--- src/rtl/fsdl_pkg.sv ---
package fsdl_pkg;
  // Identity of a message bank
  typedef enum logic {
    BANK0 = 1'b0,
    BANK1 = 1'b1
  } bank_e;
endpackage

--- src/rtl/fsdl_store.sv ---
module fsdl_store #(
  parameter int MSG_BYTES = 6,
  parameter int BYTE_W    = 6
) (
  input  logic                         clk,
  input  logic                         rst,
  input  logic                         wr_valid,
  input  logic                         wr_buf,
  input  logic [BYTE_W-1:0]            wr_data,
  output logic                         wr_ready,
  input  logic                         tx_sel,
  input  logic                         take,
  input  logic                         rd_buf,
  input  logic [$clog2(MSG_BYTES)-1:0] rd_idx,
  output logic [BYTE_W-1:0]            rd_data,
  output logic                         pend
);
  localparam int IDX_W = $clog2(MSG_BYTES);
  localparam logic [IDX_W-1:0] LAST = IDX_W'(MSG_BYTES - 1);

  logic [IDX_W-1:0] wr_ptr;
  logic             hit;
  logic [1:0][BYTE_W-1:0] bank_q;

  assign wr_ready = !pend;
  // a beat lands only in the bank that is not on the line
  assign hit = wr_valid && wr_ready && (wr_buf != tx_sel);

  for (genvar b = 0; b < 2; b++) begin : g_bank
    logic [BYTE_W-1:0] cells [MSG_BYTES];
    always_ff @(posedge clk) begin
      if (hit && (wr_buf == 1'(b))) cells[wr_ptr] <= wr_data;
    end
    assign bank_q[b] = cells[rd_idx];
  end

  assign rd_data = bank_q[rd_buf];

  always_ff @(posedge clk) begin
    if (rst) begin
      wr_ptr <= '0;
      pend   <= 1'b0;
    end else begin
      if (take) pend <= 1'b0;
      if (hit) begin
        if (wr_ptr == LAST) begin
          wr_ptr <= '0;
          pend   <= 1'b1;
        end else begin
          wr_ptr <= wr_ptr + 1'b1;
        end
      end
    end
  end


  busy_drop_chk: assert property (@(posedge clk) disable iff (rst)
    (wr_valid && wr_ready && wr_buf == tx_sel) |=> $stable(wr_ptr));


  ptr_wrap_chk: assert property (@(posedge clk) disable iff (rst)
    $rose(pend) |-> (wr_ptr == '0 && $past(wr_ptr) == LAST));


  pend_hold_chk: assert property (@(posedge clk) disable iff (rst)
    (pend && !take) |=> ($stable(wr_ptr) && pend));


  take_clear_chk: assert property (@(posedge clk) disable iff (rst)
    take |=> !pend);
endmodule

--- src/rtl/fsdl_seq.sv ---
module fsdl_seq
  import fsdl_pkg::*;
#(
  parameter int MSG_BYTES = 6,
  parameter int BYTE_W    = 6
) (
  input  logic                         clk,
  input  logic                         rst,
  input  logic                         sf_start,
  input  logic                         fs_slot,
  input  logic                         pend,
  input  logic [BYTE_W-1:0]            rd_data,
  output logic                         tx_sel,
  output logic                         rd_buf,
  output logic [$clog2(MSG_BYTES)-1:0] rd_idx,
  output logic                         take,
  output logic                         msg_bit
);
  localparam int IDX_W = $clog2(MSG_BYTES);
  localparam int BIT_W = $clog2(BYTE_W);
  localparam logic [IDX_W-1:0] LAST_BYTE = IDX_W'(MSG_BYTES - 1);
  localparam logic [BIT_W-1:0] LAST_BIT  = BIT_W'(BYTE_W - 1);

  bank_e             tx_q;
  logic [IDX_W-1:0]  byte_idx;
  logic [BIT_W-1:0]  bit_idx;
  logic [BYTE_W-1:0] cur_byte;

  // a pending bank is taken only at a message boundary
  assign take    = sf_start && (byte_idx == '0) && pend;
  assign tx_sel  = tx_q;
  assign rd_buf  = take ? ~tx_q : tx_q;
  assign rd_idx  = byte_idx;
  assign msg_bit = cur_byte[bit_idx];

  always_ff @(posedge clk) begin
    if (rst) begin
      tx_q     <= BANK0;
      byte_idx <= '0;
      bit_idx  <= '0;
      cur_byte <= '0;
    end else if (sf_start) begin
      cur_byte <= rd_data;
      bit_idx  <= '0;
      byte_idx <= (byte_idx == LAST_BYTE) ? '0 : byte_idx + 1'b1;
      if (take) tx_q <= bank_e'(~tx_q);
    end else if (fs_slot) begin
      bit_idx <= (bit_idx == LAST_BIT) ? '0 : bit_idx + 1'b1;
    end
  end


  bit_range_chk: assert property (@(posedge clk) disable iff (rst)
    bit_idx <= LAST_BIT);


  sf_bit_restart_chk: assert property (@(posedge clk) disable iff (rst)
    sf_start |=> (bit_idx == '0));


  sel_boundary_chk: assert property (@(posedge clk) disable iff (rst)
    !$stable(tx_q) |-> ($past(sf_start) && $past(byte_idx) == '0 && $past(pend)));
endmodule

--- src/rtl/fsdl_tx.sv ---
module fsdl_tx #(
  parameter int MSG_BYTES = 6,
  parameter int BYTE_W    = 6
) (
  input  logic              clk,
  input  logic              rst,
  input  logic              mode_en,
  input  logic              sf_start,
  input  logic              fs_slot,
  input  logic              fs_in,
  output logic              fs_out,
  input  logic              wr_valid,
  output logic              wr_ready,
  input  logic              wr_buf,
  input  logic [BYTE_W-1:0] wr_data,
  output logic              nxt_free
);
  localparam int IDX_W = $clog2(MSG_BYTES);

  logic              tx_sel, rd_buf, take, pend, msg_bit;
  logic [IDX_W-1:0]  rd_idx;
  logic [BYTE_W-1:0] rd_data;

  fsdl_store #(.MSG_BYTES(MSG_BYTES), .BYTE_W(BYTE_W)) u_store (
    .clk(clk), .rst(rst),
    .wr_valid(wr_valid), .wr_buf(wr_buf), .wr_data(wr_data), .wr_ready(wr_ready),
    .tx_sel(tx_sel), .take(take), .rd_buf(rd_buf), .rd_idx(rd_idx),
    .rd_data(rd_data), .pend(pend)
  );

  fsdl_seq #(.MSG_BYTES(MSG_BYTES), .BYTE_W(BYTE_W)) u_seq (
    .clk(clk), .rst(rst), .sf_start(sf_start), .fs_slot(fs_slot),
    .pend(pend), .rd_data(rd_data), .tx_sel(tx_sel), .rd_buf(rd_buf),
    .rd_idx(rd_idx), .take(take), .msg_bit(msg_bit)
  );

  assign fs_out   = mode_en ? msg_bit : fs_in;
  assign nxt_free = ~tx_sel;


  free_toggle_chk: assert property (@(posedge clk) disable iff (rst)
    take |=> (nxt_free != $past(nxt_free)));
endmodule

--- config.mk ---
export PLATFORM = sky130hd
export DESIGN_NAME = fsdl_tx
export DESIGN_NICKNAME = d
export VERILOG_FILES = /design/src/rtl/fsdl_pkg.sv /design/src/rtl/fsdl_store.sv /design/src/rtl/fsdl_seq.sv /design/src/rtl/fsdl_tx.sv
export SDC_FILE = /design/constraint.sdc
export NUM_CORES = 1
export LEC_CHECK = 0
export ABC_AREA = 1
export BUFFER_PORTS_ARGS = -buffer_cell sky130_fd_sc_hd__buf_2
export CAP_MARGIN = 15
export CORE_UTILIZATION = 45
export CTS_CLUSTER_SIZE = 28
export DETAILED_ROUTE_END_ITERATION = 12
export GPL_TIMING_DRIVEN = 0
export PLACE_DENSITY = 0.72
export SETUP_SLACK_MARGIN = 0.3
export SYNTH_ARGS = -nofsm -noshare
export SYNTH_HDL_FRONTEND = slang
export SYNTH_SLANG_ARGS = --single-unit
--- constraint.sdc ---
create_clock -name clk -period 2.5 [get_ports clk]
set_input_delay 0.375 -clock clk [delete_from_list [all_inputs] [get_ports clk]]
set_output_delay 0.375 -clock clk [all_outputs]
set_load 0.1 [all_outputs]
==> impl_results.md, run 1 <==
* Status: finished, final reports clean
* Die height at roughly 94 um
* Grt peak-use layer: met2
* H-tree level count at 3
* Pre-antenna DRT Iters at 4
* Worst hold-check path type: in -> reg
* TritonCTS clock tree: done
* PwrDens at 690 nW/um2
* Synth Area in Adders at 0
* Hold_sp: fs_slot
* ANT nets after route at 0
* Final core utilization at 0.512
* Hold path cells at 3
* Boundary Pins at 17
* Setup CP Type: reg -> out
* Mean cell area of the mapped netlist at 10.1 um2
* Met1 Usage GRT at 0.244
* Reg-to-Reg Start: u_seq.tx_sel
* Ant. Diodes at 0
* PostCTS Resize Cnt at 0
* Initial core utilization at 0.464
* Data required time of the worst path at 2.12 ns
* Synthesized Nets at 390
* Max Cap Violations at 0
* Seq/Total Area, Yosys at 0.673
* RSZ-0062 raised after global routing: false
* Detailed-route via count at 2653
* Root buffer cell: clkbuf_8
* Die width at 94 um
* Register-to-Register Path Depth at 6
* Layout cells sized above 1 at 0.128
* Cells after synthesis at roughly 380
* Xor/xnor share of the synthesized area at 0
* Residual DRC at 0
* Post-CTS Hold Fix Bufs at 0
* Post-Synth Simple-Gate Area at 0.246
* R2R setup slack at around 0.56 ns
* Top-area cell type share of the netlist area at 0.568
* Final setup viols at 0
* Routability cong. at 0.857
* Worst-skew pair later-pin latency at roughly 0.36 ns
* # rows at 33
* Worst setup SP type: register
* Clk slew on worst S/H paths at 0.09 ns
* Vias in the first global route at 2533
* Crit-path max FO at 6
* Initial antenna violation count at 0
* Routing usage on met2 at 0.308
* Period minus WS final at about 2.0 ns
* Clock sinks at 92
* Crit. Startpoint: u_seq.bit_idx[0]
* Largest family of logic cells by synthesized area: simple AND/OR/NAND/NOR gates
* Met3 usage at 0.0421
* Crit share post-route at 0.809
* Synth cell types at 27
* Max_slew headroom at 0.532
* Final Max Tran Viols at 0
* Hold Path Sink: u_seq.bit_idx[0]
* Buffer count from post-CTS setup fixing at 0
* FF-to-FF End: u_store.g_bank[0].cells[2][5]
* Worst slew pin tran at around 0.70 ns
* Mux cell area share after synthesis at 0
* Gr usage total at 0.195
* Critical Path AT at 1.65 ns
* Post-synth top area cell: edfxtp_1
* Worst VDD drop at between 400 and 500 uV
* Synth warn at 0
* Element type at the critical path end: output port
* Clock buffer depth at 2
* Largest net degree at the start of global routing at 16
* Core Area at 8220 um2
* Max Freq at 0.495 GHz
* FF+latch count, synth at 92
* Routed wire length at 7910 um
* IO buf count at 15
* Mapped Area at ~3800 um2
* DR vias/cell at between 5 and 6
* Grt ovf at 0
* Wire length per cell at 15.5 um
* Post-route setup TNS at 0 ns
* Layout area overhead at 10.5%
* Cts bufs inserted at 9
* Synth top area cells: edfxtp_1 57%, nand2_1 11%, dfxtp_1 11%, nand3_1 6.3%, nor2_1 4.4%
* Die footprint at slightly below 9000 um2
* First-pass GRT wire length at roughly 12000 um
* Leakage power at 1.61 nW
* Final hold violation count at 0
* Drt initial violations at 230
* DP HPWL at about 5400 um
* Post-synthesis compound-gate area fraction at 0.0338
* Clk_skew at 0.00998 ns
* Fin nets at 416
-- cell type report --
| cell class | count | area, um2 |
|---|---|---|
| plain buffers | 11 | 73.8 |
| clock buffers | 9 | 124 |
| clock inverters | 7 | 67.6 |
| fillers | 695 | 4010 |
| inverters | 28 | 108 |
| multi-input cells | 245 | 1070 |
| flip-flops and latches | 92 | 2560 |
| well taps | 105 | 131 |
| repair buffers | 15 | 75.1 |
-- critical path, stage by stage (launching register included) --
cell and delay, ns:
dfxtp_1 0.41, nor2_1 0.06, o31ai_1 0.24, nor2_1 0.09, nor2_2 0.07, buf_2 0.42
-- synth_stat cells --
cell type,n
inv_2,4
nand4_1,3
a21oi_1,6
nand2_1,114
nand2_2,1
nor2_4,1
buf_4,3
nand3_2,2
o21ai_0,4
clkinv_1,4
edfxtp_1,72
o22ai_1,1
o211ai_1,1
inv_4,1
nor2_2,3
or2_1,3
a211oi_1,1
o31ai_1,1
clkbuf_1,1
buf_6,2
buf_2,5
o21ai_1,10
nor3_1,1
dfxtp_1,20
nand3_1,48
inv_1,19
nor2_1,45
-- how the worst max path moves through the flow --
stage | to | cells after the start
2_1_floorplan | fs_out | 4
3_3_place_gp | u_store.g_bank[0].cells[3][2] | 7
3_5_place_dp | u_store.g_bank[0].cells[2][3] | 7
4_1_cts | fs_out | 5
5_1_grt | fs_out | 7
6_report | fs_out | 5
-- registers in the layout, summed over array words and instances, names as in the netlist, named ones only --
register              cells
u_store.g_bank.cells     72
u_seq.cur_byte            6
u_seq.bit_idx             3
u_seq.rd_idx              3
u_store.wr_ptr            3
u_seq.tx_sel              1
u_store.pend              1
-- placed cells by master (no fill, tap or decap) --
| cell | count |
|---|---|
| nor2_2 | 4 |
| or2_1 | 3 |
| inv_4 | 1 |
| inv_2 | 4 |
| inv_1 | 19 |
| nand3_1 | 48 |
| nor2_1 | 44 |
| nor3_1 | 1 |
| a21oi_1 | 6 |
| edfxtp_1 | 72 |
| o31ai_1 | 1 |
| buf_6 | 2 |
| o22ai_1 | 1 |
| o211ai_1 | 1 |
| bufinv_16 | 1 |
| clkinvlp_4 | 4 |
| o21ai_0 | 4 |
| dfxtp_1 | 20 |
| a211oi_1 | 1 |
| clkbuf_8 | 9 |
| nor2_4 | 1 |
| clkinv_1 | 6 |
| nand2_1 | 114 |
| clkbuf_1 | 1 |
| o21ai_1 | 10 |
| buf_2 | 20 |
| buf_4 | 3 |
| nand2_2 | 1 |
| nand3_2 | 2 |
| nand4_1 | 3 |
-- power by group --
part | switching (W) | internal [W] | total [W] | leakage [nW]
clock network | 0.000510 | 0.000455 | 0.000964 | 0.0826
logic | 0.000174 | 0.0000749 | 0.000249 | 0.711
registers | 0.0000181 | 0.00167 | 0.00169 | 0.813
-- layer usage --
metal / share of wire / wire (um)
met4: 0.043 / 337
met3: 0.055 / 439
met1: 0.42 / 3310
met5: 0 / 0
met2: 0.48 / 3830
-- cell families (layout without fill, tap and decap cells) --
| family | after synthesis | in the layout |
|---|---|---|
| buf+inv | 39 | 70 |
| flops | 92 | 92 |
| compound gates | 24 | 24 |
| simple gates | 221 | 221 |
-- metrics by stage --
| stage | instance area, um2 | setup slack, ns | std cells | power, W | hold slack (ns) |
|---|---|---|---|---|---|
| 6_report | 4210 | 0.478 | 512 | 0.00290 | 0.296 |
| 5_1_grt | 4210 | 0.309 | 512 | 0.00301 | 0.319 |
| 4_1_cts | 4210 | 0.452 | 512 | 0.00291 | 0.281 |
| 3_5_place_dp | 4020 | 0.583 | 496 | 0.00197 | 0.446 |
| 3_3_place_gp | 4020 | 0.624 | 496 | 0.00197 | 0.445 |
| 2_1_floorplan | 3810 | 0.623 | 376 | 0.00189 | 0.427 |
No activity file was read; power rests on OpenSTA's default activity.
==> run 2, diff against run 1 <==
--- a/config.mk
+++ b/config.mk
@@ -5,7 +5,7 @@
 export SDC_FILE = /design/constraint.sdc
 export NUM_CORES = 1
 export LEC_CHECK = 0
-export ABC_AREA = 1
+export ABC_AREA = 0
 export BUFFER_PORTS_ARGS = -buffer_cell sky130_fd_sc_hd__buf_2
 export CAP_MARGIN = 15
 export CORE_UTILIZATION = 45
==> constraint.sdc (replaced) <==
create_clock -name clk -period 2.07 [get_ports clk]
set_input_delay 0.3105 -clock clk [delete_from_list [all_inputs] [get_ports clk]]
set_output_delay 0.3105 -clock clk [all_outputs]
set_load 0.1 [all_outputs]
==> run 2 against run 1 <==
Against the previous run: first-iteration DRC count is 55% lower; worst setup slack worse by 0.39 ns; non-clock buffer count is 8 higher; register-to-register slack worse by 0.40 ns; cell area up 9.8%; sequential share of layout area shrank 5.2 points; combinational power increased by 42%; sequential power up 20%; largest power group unchanged.
==> impl_results.md, run 2 <==
* Status: finished, final reports clean
* Fillers at 630 (-9.4%)
* Boundary Pins at 17 (unchanged)
* Root buffer cell: clkbuf_8
* Period minus WS final at 1.98 ns
* Crit-path slowest cell: mux4_2
* RSZ-0062 raised after global routing: true
* FF-to-FF End: u_seq.cur_byte[3]
* Max_slew headroom at 0.678 (+0.146)
* Post-synth top area cell: edfxtp_1
* Largest net degree at the start of global routing at 15 (-1)
* Most frequent cells in the layout: 72 x edfxtp_1, 17 x dfxtp_1, 14 x buf_2, 13 x mux4_2, 13 x clkbuf_8
* WL met2 at 3880 um (+1.2%)
* Initial antenna violation count at 0 (unchanged)
* Hold_sp: rst
* Area after DPL at 4020 um2 (about the same)
* Die width at 93.8 um (-0.20%)
* Crit-path max FO at 2 (-4)
* Clock sinks at 92 (unchanged)
* Final core utilization at 0.565 (+0.0528)
* TritonCTS clock tree: done
* Ys async rst share at 0 (unchanged)
* Most common cell in the netlist: edfxtp_1
* First-pass GRT wire length at 11100 um (-11%)
* Finished Cell Area at 4620 um2 (+9.8%)
* Grt ovf at 0 (unchanged)
* Worst setup SP type: register
* Storage cell area at 2570 um2 (+0.34%)
* Cells after synthesis at 228 (-39%)
* Worst VDD drop at 670 uV (+60%)
* DR vias/cell at 5.48 (+5.8%)
* FF+latch count, synth at 92 (unchanged)
* Crit. Startpoint: u_seq.bit_idx[0]
* Synth top area cells: edfxtp_1 57%, dfxtp_1 11%, mux4_2 7.7%, mux2_1 5.6%, a21oi_1 2.0%
* Crit share post-route at 0.955
* Worst hold-check path type: in -> reg
* Post-Route M1 WL at 3090 um (-6.7%)
* DP HPWL at 4560 um (-15%)
* Ant. Diodes at 0 (unchanged)
* Max reg flops at 72 (unchanged)
* Synthesized Nets at 242 (-38%)
* Top-area cell type share of the netlist area at 0.570 (+0.00225)
* Seq/Total Area, Yosys at 0.675 (+0.00266)
* Top reg by flops: u_store.g_bank.cells
* H-tree level count at 3 (unchanged)
* Element type at the critical path end: output port
* EDFF count, synth at 72 (unchanged)
* Fin nets at 279 (-33%)
* Core Area at 8180 um2 (-0.50%)
* Routed wire length at 7260 um (-8.3%)
* Slowest stage delay, CP at 0.49 ns (+0.07 ns)
* Register-to-Register Path Depth at 7 (+1)
* Synth warn at 0 (unchanged)
* Initial core utilization at 0.464 (+0.000504)
* Clk_skew at 0.0107 ns (+0.000769 ns)
* IO buf count at 15 (unchanged)
* Synth cell types at 34 (+26%)
* Clk slew on worst S/H paths at 0.09 ns (about the same)
* Commonest non-fill, non-tap cell in the layout: edfxtp_1
* Vias in the first global route at 2027 (-20%)
* Routability cong. at 0.810 (-5.5%)
* Top cells by count, synth: 72 x edfxtp_1, 20 x dfxtp_1, 19 x mux2_1, 17 x nor2_1, 15 x a21oi_1
* Top Registers: u_store.g_bank.cells: 72 flops, u_seq.cur_byte: 6 flops
* Crit path to: fs_out
* R2R setup slack at 0.16 ns (-0.40 ns)
* Final setup viols at 0 (unchanged)
* Most used flip-flop cell after synthesis: edfxtp_1
* ANT nets after route at 0 (unchanged)
* Layout area overhead at 21.8%
* PwrDens at 763 nW/um2 (+11%)
* Gr usage total at 0.177 (-0.0176)
* Detailed-route via count at 2056 (-23%)
* Met3 routed wirelength at 224 um (-49%)
* Critical Path AT at 1.67 ns (+0.02 ns)
* Clock buffer depth at 2 (unchanged)
* Stages on worst setup path at 4 (-1)
* Final Max Tran Viols at 0 (unchanged)
* Residual DRC at 0 (unchanged)
* Final hold violation count at 0 (unchanged)
* Drt initial violations at 104 (-55%)
* Cts bufs inserted at 9 (unchanged)
* CP bufs+invs at 1 (unchanged)
* Die height at 93.8 um (-0.20%)
* Min Hold Slack at 0.176 ns (-0.120 ns)
* Crit-path cells: mux4_2, mux2i_2, a21oi_4, buf_12
* Mapped Area at 3790 um2 (-0.39%)
* Setup CP Type: reg -> out
* Leakage power at 1.48 nW (-7.8%)
* Worst-skew pair later-pin latency at 0.35 ns (about the same)
* Critical path's top delay family: multiplexers
* Pre-antenna DRT Iters at 4 (unchanged)
* Mean cell area of the mapped netlist at 16.6 um2 (+64%)
* Max Cap Violations at 0 (unchanged)
* Die footprint at 8800 um2 (-0.39%)
* Max Freq at 0.506 GHz
* Wire length per cell at 19.3 um (+25%)
* # rows at 33 (unchanged)
* Uppermost layer routed: met4
* Worst slew pin tran at 0.487 ns (-0.213 ns)
* Data required time of the worst path at 1.76 ns (-0.36 ns)
* Layout cells sized above 1 at 0.433 (+0.306)
* Multi-input gate area at 1340 um2 (+26%)
==> run 2: stage by stage <==
stage	worst slack [ns]	total power [W]	cells	TNS, ns
floorplan	0.237	0.00226	228	0
global placement	-0.0826	0.00233	348	-1.25
detailed placement	-0.119	0.00234	348	-1.94
CTS	0.0722	0.00352	371	0
global route	0.0577	0.00363	375	0
finish	0.0924	0.00352	375	0
==> run 2: where the power goes <==
group / total (W) / internal [W] / switching, W
sequential: 0.00203 / 0.00201 / 0.0000195
clock: 0.00114 / 0.000547 / 0.000590
combinational: 0.000353 / 0.000187 / 0.000165
total: 0.00352 / 0.00275 / 0.000775
==> run 2: cells by family after synthesis <==
logic type,after synthesis,synth area share
AOI/OAI and AO/OA,24,0.0416
xor gates and xnor gates,3,0.00693
muxes,40,0.158
buffers and inverters,11,0.0300
and+or+nand+nor,58,0.0877
DFF,92,0.675
==> run 2: per-layer routing <==
layer / GRT usage / up-vias
met5: 0 / -
met4: 0.0577 / 0
met3: 0.0291 / 6
met2: 0.307 / 36
met1: 0.227 / 1054
li1: - / 960
==> run 2: worst min-delay path by stage <==
stage / depth (start not counted) / slack [ns] / end
final: 2 / 0.18 / u_seq.bit_idx[0]
after global routing: 2 / 0.17 / u_seq.bit_idx[0]
after CTS: 2 / 0.16 / u_seq.bit_idx[0]
after detailed placement: 2 / 0.48 / u_seq.cur_byte[2]
after global placement: 2 / 0.48 / u_store.wr_ptr[0]
after floorplan: 0 / 0.41 / u_store.g_bank[0].cells[0][0]
==> run 2: repair_timing <==
item	4_1_cts	5_1_grt
setup endpoints to repair	73	73
resized for setup	50	17
hold buffers	0	0
hold endpoints to repair	0	0
pin swaps	5	8
setup buffers	5	4
cloned	2	0
==> run 2: worst register-to-register path: stages (launching register included) <==
cell and delay (ns):
dfxtp_2 0.33, buf_8 0.14, buf_12 0.13, buf_16 0.13, mux2_1 0.31, mux4_2 0.49
a21oi_2 0.17, o32ai_1 0.10
==> run 2: area by class of cell <==
type,instances,share of cell area
clock buffers,10,0.0276
inverters,3,0.00325
multi-input cells,125,0.290
clock inverters,6,0.0119
flip-flops and latches,92,0.557
well taps,105,0.0284
plain buffers,8,0.0255
repair buffers,26,0.0566
==> run 3, diff against run 2 <==
--- a/config.mk
+++ b/config.mk
@@ -6,7 +6,7 @@
 export NUM_CORES = 1
 export LEC_CHECK = 0
 export ABC_AREA = 0
-export BUFFER_PORTS_ARGS = -buffer_cell sky130_fd_sc_hd__buf_2
+export BUFFER_PORTS_ARGS = -buffer_cell sky130_fd_sc_hd__buf_4
 export CAP_MARGIN = 15
 export CORE_UTILIZATION = 45
 export CTS_CLUSTER_SIZE = 28
@@ -16,4 +16,5 @@
 export SETUP_SLACK_MARGIN = 0.3
 export SYNTH_ARGS = -nofsm -noshare
 export SYNTH_HDL_FRONTEND = slang
+export SYNTH_HIERARCHICAL = 1
 export SYNTH_SLANG_ARGS = --single-unit
==> run 3 against run 2 <==
Against the previous run: the flow now finishes with violations (setup timing); worst setup slack got worse by 0.10 ns; clock power barely moved; combinational power fell by 15%; maximum frequency fell by 4.9%; synthesized cell count rose by 2.6%; hold slack improved by 0.017 ns; highest routed layer unchanged.
==> impl_results.md, run 3 <==
* H-tree level count at 3 (unchanged)
* Post-synth top area cell: edfxtp_1
* Critical path's top delay family: multiplexers
* Commonest non-fill, non-tap cell in the layout: edfxtp_1
* Synth top area cells: edfxtp_1 60%, dfxtp_1 9.4%, mux2i_1 5.8%, mux4_2 4.4%, mux2_2 3.8%
* Synth cell types at 32 (-5.9%)
* Clock sinks at 89 (-3.3%)
* NetSw at 0.000794 W (+2.4%)
* Top reg by flops: u_store/g_bank.cells
* Synth warn at 6 (+6)
* Worst-skew pair later-pin latency at 0.35 ns (about the same)
* Clk slew on worst S/H paths at 0.09 ns (about the same)
* Pre-antenna DRT Iters at 4 (unchanged)
* Max_slew headroom at 0.502 (-0.176)
* TritonCTS clock tree: done
* Max reg flops at 72 (unchanged)
* Clk_skew at 0.0125 ns (+0.00177 ns)
* DR vias/cell at 5.45 (-0.63%)
* Seq/Total Area, Yosys at 0.695 (+0.0192)
* Most used flip-flop cell after synthesis: edfxtp_1
* EDFF count, synth at 72 (unchanged)
* Boundary Pins at 17 (unchanged)
* Top cells by count, synth: 72 x edfxtp_1, 24 x nor2_1, 21 x mux2i_1, 17 x dfxtp_1, 13 x nand2_1
* Final core utilization at 0.567 (+0.00167)
* Net Sw Frac at 0.231 (+0.0109)
* Residual DRC at 0 (unchanged)
* Critical Path AT at 1.77 ns (+0.10 ns)
* # rows at 32 (-3.0%)
* Worst setup SP type: register
* Mean cell area of the mapped netlist at 15.4 um2 (-7.5%)
* Most common cell in the netlist: edfxtp_1
* Detailed-route via count at 2043 (-0.63%)
* Min Hold Slack at 0.193 ns (+0.0173 ns)
* Core Area at 7730 um2 (-5.5%)
* RSZ-0062 raised after global routing: true
* Worst hold-check path type: in -> reg
* Max Freq at 0.481 GHz (-4.9%)
* Power share of the sequential group at 0.573 (-0.004)
* Worst VDD drop at 483 uV (-28%)
* Internal power at 0.00264 W (-3.8%)
* IO buf count at 16 (+1)
* Combinational Power Share at 0.087 (-0.013)
* Period minus WS final at 2.08 ns (+0.102 ns)
* DP HPWL at 4550 um (about the same)
* Vias in the first global route at 2053 (+1.3%)
* FF+latch count, synth at 89 (-3.3%)
* Die height at 91.5 um (-2.5%)
* CP bufs+invs at 1 (unchanged)
* Wire length per cell at 18.7 um (-3.5%)
* Initial antenna violation count at 0 (unchanged)
* Data required time of the worst path at 1.76 ns (about the same)
* Root buffer cell: clkbuf_8
* Post-CTS Hold Fix Bufs at 0 (unchanged)
* Crit-path slowest cell: mux4_2
* Post-route insts no fill at 375 (unchanged)
* Crit-path cells: mux4_2, nand2_1, o31ai_1, mux2_4, buf_12
* Element type at the critical path end: output port
* Failing checks: setup timing
* Synthesized Nets at 248 (+2.5%)
* Die width at 91.5 um (-2.5%)
* Mapped Area at 3600 um2 (-5.0%)
* ANT nets after route at 0 (unchanged)
* Initial core utilization at 0.466 (+0.00213)
* Status: finished with violations
* Gr usage total at 0.181 (+0.00314)
* Final hold violation count at 0 (unchanged)
* Top-area cell type share of the netlist area at 0.600 (+0.0303)
* Layout cells sized above 1 at 0.381 (-0.0524)
* Crit share post-route at 1.00 (+0.0494)
* Worst slew pin tran at 0.747 ns (+0.260 ns)
* Cells after synthesis at 234 (+2.6%)
* Layout area overhead at 21.6%
* Routed wire length at 7000 um (-3.5%)
* First-pass GRT wire length at 11100 um (about the same)
* Final Max Tran Viols at 0 (unchanged)
* Grt ovf at 0 (unchanged)
* Most frequent cells in the layout: 72 x edfxtp_1, 22 x buf_4, 21 x mux2i_1, 14 x nor2_1, 12 x mux2_2
* Fin worst setup slack at -0.00974 ns (-0.102 ns)
* Die footprint at 8370 um2 (-4.9%)
* Routability cong. at 0.743 (-8.4%)
* Clock buffer depth at 2 (unchanged)
* Largest net degree at the start of global routing at 16 (+1)
* Clock share of power at 0.340 (+0.017)
* Max Cap Violations at 0 (unchanged)
* Cts bufs inserted at 9 (unchanged)
* Crit-path max FO at 2 (unchanged)
* Fin nets at 283 (+1.4%)
* PwrDens at 785 nW/um2 (+2.9%)
* Ys async rst share at 0 (unchanged)
* Slowest stage delay, CP at 0.48 ns (about the same)
* Ant. Diodes at 0 (unchanged)
* Leakage power at 1.46 nW (-1.7%)
* Setup CP Type: reg -> out
* Drt initial violations at 157 (+51%)
* Post-placement cell count at 352 (+1.1%)
* Top Registers: u_store/g_bank.cells: 72 flops, u_seq/cur_byte: 6 flops
* Final setup viols at 1 (+1)
run 3: cell type report:
cell class                      instances  area [um2]
Buffer                                  8        50.0
Clock buffer                            9         124
Clock inverter                          6        66.3
Fill cell                             585        3350
Inverter                                4        15.0
Multi-Input combinational cell        133        1270
Sequential cell                        89        2520
Tap cell                              102         128
Timing Repair Buffer                   24         204
run 3: repair_timing:
item                                    in CTS  in global routing
pin swaps                                   11                 11
cloned                                       1                  0
endpoints found under the hold margin        0                  0
setup buffers                                4                  3
endpoints found under the setup margin      61                 37
gates resized for setup                     51                 13
run 3: worst paths after layout:
path / start / to / slack (ns) / cells after the start
worst min register to register: u_seq/cur_byte[3] / u_seq/cur_byte[3] / 0.51 / 2
worst max-delay path: u_seq/bit_idx[0] / fs_out / -0.01 / 5
worst min-delay path: rst / u_store/wr_ptr[2] / 0.19 / 2
worst max register to register: u_seq/rd_idx[1] / u_seq/cur_byte[4] / 0.03 / 9
run 3: cells by family (layout without fill, tap and decap cells):
group / count (synthesis) / after routing / synth area share
xor+xnor: 4 / 4 / 0.00973
flops: 89 / 89 / 0.695
compound gates: 28 / 28 / 0.0521
simple gates: 59 / 59 / 0.0816
mux: 42 / 42 / 0.147
buf+inv: 12 / 51 / 0.0149
run 3: power by group through the flow:
stage               clock [W]  combinational, W  sequential, W
floorplan                   0          0.000163        0.00201
detailed placement          0          0.000248        0.00201
global placement            0          0.000242        0.00201
finish                0.00117          0.000299        0.00197
CTS                   0.00118          0.000291        0.00197
global route          0.00127          0.000320        0.00197
run 3: through the flow:
step	area (um2)	setup WS, ns	setup TNS (ns)	power, W
CTS	4310	-0.0179	-0.0179	0.00345
detailed placement	3860	-0.379	-1.78	0.00226
floorplan	3620	0.284	0	0.00217
global placement	3860	-0.287	-1.37	0.00225
finish	4380	-0.00974	-0.00974	0.00344
global route	4380	-0.0753	-0.347	0.00356
run 3: per-layer routing:
metal | global-route usage | wire length (um)
met5 | 0 | 0
met4 | 0.0767 | 87
met2 | 0.301 | 3570
met3 | 0.0310 | 191
met1 | 0.233 | 3160
